[src/rtl/sat_pkg.sv]
package sat_pkg;

    localparam int DEF_ENTRIES      = 4;
    localparam int DEF_SRC_W        = 4;
    localparam int DEF_TU_SLOTS     = 64;
    localparam int DEF_KEEPOUT_HDRS = 16;

    typedef enum logic [1:0] {
        UPD_NONE   = 2'd0,
        UPD_TRIG   = 2'd1,
        UPD_SILENT = 2'd2,
        UPD_RSVD   = 2'd3
    } upd_code_e;

    typedef enum logic [1:0] {
        ST_IDLE    = 2'd0,
        ST_WAIT    = 2'd1,
        ST_KEEPOUT = 2'd2
    } ctl_state_e;

    function automatic logic is_update(input logic [1:0] code);
        return (code == UPD_TRIG) || (code == UPD_SILENT);
    endfunction

endpackage

[src/rtl/sat_shadow.sv]
module sat_shadow #(
    parameter int ENTRIES = 4,
    parameter int SRC_W   = 4,
    parameter int CNT_W   = 6,
    parameter int IDX_W   = 2,
    parameter int SUM_W   = 9
) (
    input  logic                       clk,
    input  logic                       rst,
    input  logic                       wr_en,
    input  logic [IDX_W-1:0]           wr_idx,
    input  logic [SRC_W-1:0]           wr_src,
    input  logic [CNT_W-1:0]           wr_cnt,
    input  logic                       lock,
    output logic [ENTRIES*SRC_W-1:0]   sh_src,
    output logic [ENTRIES*CNT_W-1:0]   sh_cnt,
    output logic [SUM_W-1:0]           sh_total
);

    for (genvar e = 0; e < ENTRIES; e++) begin : g_ent
        always_ff @(posedge clk) begin
            if (rst) begin
                sh_src[e*SRC_W +: SRC_W] <= '0;
                sh_cnt[e*CNT_W +: CNT_W] <= '0;
            end else if (wr_en && !lock && (wr_idx == IDX_W'(e))) begin
                sh_src[e*SRC_W +: SRC_W] <= wr_src;
                sh_cnt[e*CNT_W +: CNT_W] <= wr_cnt;
            end
        end
    end

    always_comb begin
        sh_total = '0;
        for (int k = 0; k < ENTRIES; k++) begin
            sh_total = sh_total + SUM_W'(sh_cnt[k*CNT_W +: CNT_W]);
        end
    end

endmodule

[src/rtl/sat_ctrl.sv]
module sat_ctrl
    import sat_pkg::*;
#(
    parameter int SUM_W        = 9,
    parameter int TU_SLOTS     = 64,
    parameter int KEEPOUT_HDRS = 16
) (
    input  logic             clk,
    input  logic             rst,
    input  logic             cmd_valid,
    input  logic [1:0]       cmd_code,
    input  logic [SUM_W-1:0] total,
    input  logic             boundary,
    output logic [1:0]       upd_field,
    output logic             trig_req,
    output logic             keepout,
    output logic             alloc_err,
    output logic             commit
);

    localparam int KO_W = $clog2(KEEPOUT_HDRS + 1);

    ctl_state_e      state;
    logic [1:0]      code_q;
    logic            trig_q;
    logic            err_q;
    logic [KO_W-1:0] ko_cnt;
    logic            accept;
    logic            over;

    assign accept = cmd_valid && (state == ST_IDLE) && is_update(cmd_code);
    assign over   = total > SUM_W'(TU_SLOTS - 1);
    assign commit = (state == ST_WAIT) && boundary && !trig_q;

    always_ff @(posedge clk) begin
        if (rst) begin
            state  <= ST_IDLE;
            code_q <= UPD_NONE;
            trig_q <= 1'b0;
            err_q  <= 1'b0;
            ko_cnt <= '0;
        end else begin
            trig_q <= 1'b0;
            unique case (state)
                ST_IDLE: begin
                    if (accept) begin
                        if (over) begin
                            err_q <= 1'b1;
                        end else begin
                            err_q  <= 1'b0;
                            code_q <= cmd_code;
                            trig_q <= (cmd_code == UPD_TRIG);
                            state  <= ST_WAIT;
                        end
                    end
                end
                ST_WAIT: begin
                    if (commit) begin
                        code_q <= UPD_NONE;
                        ko_cnt <= '0;
                        state  <= ST_KEEPOUT;
                    end
                end
                ST_KEEPOUT: begin
                    if (boundary) begin
                        if (ko_cnt == KO_W'(KEEPOUT_HDRS - 1)) begin
                            state <= ST_IDLE;
                        end else begin
                            ko_cnt <= ko_cnt + 1'b1;
                        end
                    end
                end
                default: state <= ST_IDLE;
            endcase
        end
    end

    assign upd_field = code_q;
    assign trig_req  = trig_q;
    assign keepout   = (state == ST_KEEPOUT);
    assign alloc_err = err_q;

endmodule

[src/rtl/sat_slot_map.sv]
module sat_slot_map #(
    parameter int ENTRIES  = 4,
    parameter int SRC_W    = 4,
    parameter int CNT_W    = 6,
    parameter int POS_W    = 6,
    parameter int SUM_W    = 9,
    parameter int TU_SLOTS = 64
) (
    input  logic                     clk,
    input  logic                     rst,
    input  logic                     tick,
    input  logic                     commit,
    input  logic [ENTRIES*SRC_W-1:0] sh_src,
    input  logic [ENTRIES*CNT_W-1:0] sh_cnt,
    output logic [POS_W-1:0]         pos,
    output logic [SRC_W-1:0]         src,
    output logic                     boundary
);

    localparam logic [POS_W-1:0] LAST_POS = POS_W'(TU_SLOTS - 1);

    logic [ENTRIES*SRC_W-1:0] act_src;
    logic [ENTRIES*CNT_W-1:0] act_cnt;

    assign boundary = tick && (pos == LAST_POS);

    always_ff @(posedge clk) begin
        if (rst) begin
            pos <= '0;
        end else if (tick) begin
            pos <= (pos == LAST_POS) ? '0 : pos + 1'b1;
        end
    end

    always_ff @(posedge clk) begin
        if (rst) begin
            act_src <= '0;
            act_cnt <= '0;
        end else if (commit) begin
            act_src <= sh_src;
            act_cnt <= sh_cnt;
        end
    end

    always_comb begin
        logic [SUM_W-1:0] lo;
        logic [SUM_W-1:0] hi;
        logic [SUM_W-1:0] p;
        p   = SUM_W'(pos);
        lo  = SUM_W'(1);
        src = '0;
        for (int k = 0; k < ENTRIES; k++) begin
            hi = lo + SUM_W'(act_cnt[k*CNT_W +: CNT_W]);
            if (p >= lo && p < hi) begin
                src = act_src[k*SRC_W +: SRC_W];
            end
            lo = hi;
        end
    end

endmodule

[src/rtl/sat_alloc_table.sv]
module sat_alloc_table
    import sat_pkg::*;
#(
    parameter int ENTRIES      = DEF_ENTRIES,
    parameter int SRC_W        = DEF_SRC_W,
    parameter int TU_SLOTS     = DEF_TU_SLOTS,
    parameter int KEEPOUT_HDRS = DEF_KEEPOUT_HDRS,
    localparam int POS_W       = $clog2(TU_SLOTS),
    localparam int CNT_W       = POS_W,
    localparam int IDX_W       = $clog2(ENTRIES),
    localparam int SUM_W       = CNT_W + IDX_W + 1
) (
    input  logic             clk,
    input  logic             rst,
    input  logic             cfg_we,
    input  logic [IDX_W-1:0] cfg_idx,
    input  logic [SRC_W-1:0] cfg_src,
    input  logic [CNT_W-1:0] cfg_cnt,
    input  logic             cmd_valid,
    input  logic [1:0]       cmd_code,
    input  logic             slot_tick,
    output logic [POS_W-1:0] slot_pos,
    output logic [SRC_W-1:0] slot_src,
    output logic             trig_req,
    output logic [1:0]       upd_field,
    output logic             keepout,
    output logic             alloc_err
);

    logic [ENTRIES*SRC_W-1:0] sh_src;
    logic [ENTRIES*CNT_W-1:0] sh_cnt;
    logic [SUM_W-1:0]         sh_total;
    logic                     boundary;
    logic                     commit;

    sat_shadow #(
        .ENTRIES(ENTRIES), .SRC_W(SRC_W), .CNT_W(CNT_W),
        .IDX_W(IDX_W), .SUM_W(SUM_W)
    ) u_shadow (
        .clk      (clk),
        .rst      (rst),
        .wr_en    (cfg_we),
        .wr_idx   (cfg_idx),
        .wr_src   (cfg_src),
        .wr_cnt   (cfg_cnt),
        .lock     (upd_field != 2'd0),
        .sh_src   (sh_src),
        .sh_cnt   (sh_cnt),
        .sh_total (sh_total)
    );

    sat_ctrl #(
        .SUM_W(SUM_W), .TU_SLOTS(TU_SLOTS), .KEEPOUT_HDRS(KEEPOUT_HDRS)
    ) u_ctrl (
        .clk       (clk),
        .rst       (rst),
        .cmd_valid (cmd_valid),
        .cmd_code  (cmd_code),
        .total     (sh_total),
        .boundary  (boundary),
        .upd_field (upd_field),
        .trig_req  (trig_req),
        .keepout   (keepout),
        .alloc_err (alloc_err),
        .commit    (commit)
    );

    sat_slot_map #(
        .ENTRIES(ENTRIES), .SRC_W(SRC_W), .CNT_W(CNT_W),
        .POS_W(POS_W), .SUM_W(SUM_W), .TU_SLOTS(TU_SLOTS)
    ) u_map (
        .clk      (clk),
        .rst      (rst),
        .tick     (slot_tick),
        .commit   (commit),
        .sh_src   (sh_src),
        .sh_cnt   (sh_cnt),
        .pos      (slot_pos),
        .src      (slot_src),
        .boundary (boundary)
    );

endmodule

[config.mk]
export PLATFORM = sky130hd
export DESIGN_NAME = sat_alloc_table
export DESIGN_NICKNAME = d
export VERILOG_FILES = /design/src/rtl/sat_pkg.sv /design/src/rtl/sat_shadow.sv /design/src/rtl/sat_ctrl.sv /design/src/rtl/sat_slot_map.sv /design/src/rtl/sat_alloc_table.sv
export SDC_FILE = /design/constraint.sdc
export NUM_CORES = 1
export LEC_CHECK = 0
export BUFFER_PORTS_ARGS = -buffer_cell sky130_fd_sc_hd__buf_2
export CAP_MARGIN = 20
export CORE_MARGIN = 2
export CORE_UTILIZATION = 50
export CTS_CLUSTER_DIAMETER = 30
export DETAILED_ROUTE_END_ITERATION = 10
export GPL_TIMING_DRIVEN = 0
export MAX_ROUTING_LAYER = met4
export PLACE_DENSITY = 0.68
export RECOVER_POWER = 25
export SETUP_SLACK_MARGIN = 0.3
export SYNTH_ARGS = -nofsm -noshare
export SYNTH_HDL_FRONTEND = slang
export SYNTH_HIERARCHICAL = 1
export SYNTH_SLANG_ARGS = --single-unit
[constraint.sdc]
create_clock -name clk -period 11 [get_ports clk]
set_input_delay 0.55 -clock clk [delete_from_list [all_inputs] [get_ports clk]]
set_output_delay 0.55 -clock clk [all_outputs]
set_load 0.01 [all_outputs]
==> impl_results.md <==
* IO Pins at 34
* Total iterations of the first detailed-routing run at 5
* Worst skew pair latency at 0.35 ns
* Layout net count at 796
* Sequential power share at 0.482
* Synth-to-Final Area Change at 10.7%
* Drt wl/cell at 16.1 µm
* Tmin final at 5.68 ns
* CP Capture Type: primary output
* Die area at 12300 µm²
* FF-to-FF setup slack at 7.68 ns
* Post-synthesis cell area at 5730 µm²
* Gate count of the mapped netlist at 660
* Status: finished, final reports clean
* CP peak stage delay at 0.40 ns
* Crit path kind: flop to primary output
* Psw at 193 µW
* Rel. slew slack at 0.503
* Worst Skew at 0.0124 ns
* Clk buf depth at 2
* Hold_buf cts at 0
* Num CTS Buffers at 9
* Fill cells at 1053
* CTS Sinks at 97
* Pre-CTS WS at 5.72 ns
* Total Power at 758 µW
* WHS at 0.464 ns
* Sw Share at 0.255
* Gr ovfl total at 0
* Vias in the first global route at 4602
* Measured slew at the worst slew-check pin at 0.745 ns
* FP Rows at 39
* Final hold violations at 0
* Initial core utilization at 0.506
* Die Height at 111 µm
* HPWL Detailed at 10600 µm
* Syn avg cell area at 8.68 µm²
* Worst-path clk slew at 0.07 ns
* Largest net degree at the start of global routing at 18
* Data required, critical path at 10.45 ns
* Combinational power share at 0.095
* Post-cts resize count at 0
* Antenna violations before repair at 0
* Worst R2R End: u_ctrl/trig_req
* Worst path top cell family by delay: compound AO/OA/AOI/OAI gates
* Max Freq at 176 MHz
* Die Span X at 111 µm
* Power per cell area at 120 nW/µm²
* Crit-path max FO at 5
* Slack of the critical path at 5.32 ns
* CP cell instances: ha_1 -> xor2_1 -> ha_1 -> a21o_1 -> a21oi_1 -> xnor2_1 -> ha_1 -> inv_1 -> o31ai_1 -> xor2_1 -> ha_1 -> xor2_1 -> ha_1 -> o21ai_0 -> a311oi_1 -> o21ai_0 -> o211ai_1 -> mux2_2 -> buf_2
* Layout cells sized above 1 at 0.0847
* Startpoint Class: flop
* Most used cell, CP: ha_1
* ANT cells at 0
* Fin. max-slew vios at 0
* R2R depth at 14
* WHS Endpoint: u_shadow/sh_src[15]
* Drt via density at 5.50
* Buf/Inv on CP at 2
* Hold path startpoint: cfg_src[3]
* Clock network power share at 0.423
* Post-synth net total at 753
* First-pass GRT wire length at 22600 µm
* ANT nets after route at 0
* Hold Path Class: input pin to flop
* Period utilization at 0.516
* Initial DRC count at 254
* Slowest-stage cell, CP: dfxtp_1
* Routed vias at 4678
* TNS Setup at 0 ns
* IR drop worst, VDD at 0.0980 mV
* Gr usage total at 0.237
* Final wirelength at 13700 µm
* Hold path cells at 3
* Ys Warns at 6
* Pleak at 0.00257 µW
* Reg2reg start: u_shadow/sh_cnt[1]
* # setup viols final at 0
* Port bufs at 32
* Internal at 565 µW
* Core area at 11300 µm²
* Max Cap Violations at 0
* Residual DRC at 0
* RePlAce Congestion at 0.934
* Worst setup path start: u_map/act_cnt[0]
* Unrepaired setup endpoints after global routing: false
* Arr. time, crit path at 5.13 ns
* CTS H-Tree Depth at 3
* CTS tree: done
* CTS Root Cell: clkbuf_16
* Post-CTS Setup Inserts at 0
## cell type report
type                            instances  area (µm²)  share of cell area
Inverter                               64         240              0.0379
Timing Repair Buffer                   32         154              0.0243
Buffer                                 23        98.8              0.0156
Multi-Input combinational cell        476        3430               0.540
Tap cell                              143         179              0.0282
Clock buffer                           10         229              0.0361
Sequential cell                        97        1940               0.306
Clock inverter                          6        73.8              0.0116
## power by group through the flow
stage / Combinational, µW / Sequential, µW / Clock [µW]
after floorplan: 49.6 / 371 / 0
after global placement: 70.6 / 373 / 0
after detailed placement: 72.5 / 374 / 0
after CTS: 72.9 / 365 / 328
after global routing: 80.5 / 366 / 340
final: 72.0 / 366 / 321
## cells in the final DEF, fill, tap and decap left out, types with 7 or more instances in the layout
cell / instances
clkbuf_16: 9
mux2i_1: 43
o21ai_0: 9
inv_1: 64
and3_1: 7
clkbuf_1: 21
fa_1: 15
mux2_2: 8
dfxtp_1: 97
nand2b_1: 7
xnor2_1: 15
buf_2: 28
ha_1: 59
xor2_1: 8
nand3_1: 14
nand2_1: 94
a21oi_1: 64
nor2_1: 57
## through the flow
stage	utilization	cells	area, µm²
2_1_floorplan	-	660	5730
3_3_place_gp	0.536	835	6070
3_5_place_dp	0.536	835	6070
4_1_cts	0.563	851	6370
5_1_grt	0.560	851	6340
6_report	0.560	851	6340
## layer usage
metal  GRT usage  vias to the layer above  share of wire
li1            -                     2303              -
met1       0.313                     2237           0.46
met2       0.375                      123           0.47
met3      0.0339                       15          0.049
met4      0.0872                        0          0.015
met5           -                        -              0
## flip-flops by register name, summed over array words and instances, names as in the netlist
register,flops
u_ctrl/alloc_err,1
u_ctrl/trig_req,1
u_shadow/sh_cnt,24
u_map/act_cnt,24
u_ctrl/state,2
u_shadow/sh_src,16
u_map/act_src,16
u_ctrl/ko_cnt,5
u_map/pos,6
u_ctrl/upd_field,2
## worst max path at each step
stage / to / cells past startpoint
floorplan: slot_src[0] / 16
finish: slot_src[3] / 19
detailed placement: slot_src[3] / 19
global placement: slot_src[3] / 18
CTS: slot_src[3] / 19
global route: slot_src[3] / 19
## worst min-delay path: cells and delay by family
kind / cells / cell delay, ns
AND/OR/NAND/NOR: 1 / 0.05
AO/OA/AOI/OAI: 1 / 0.05
buffers and inverters: 1 / 0.12
Note: power is estimated with default switching activity, not from simulation.
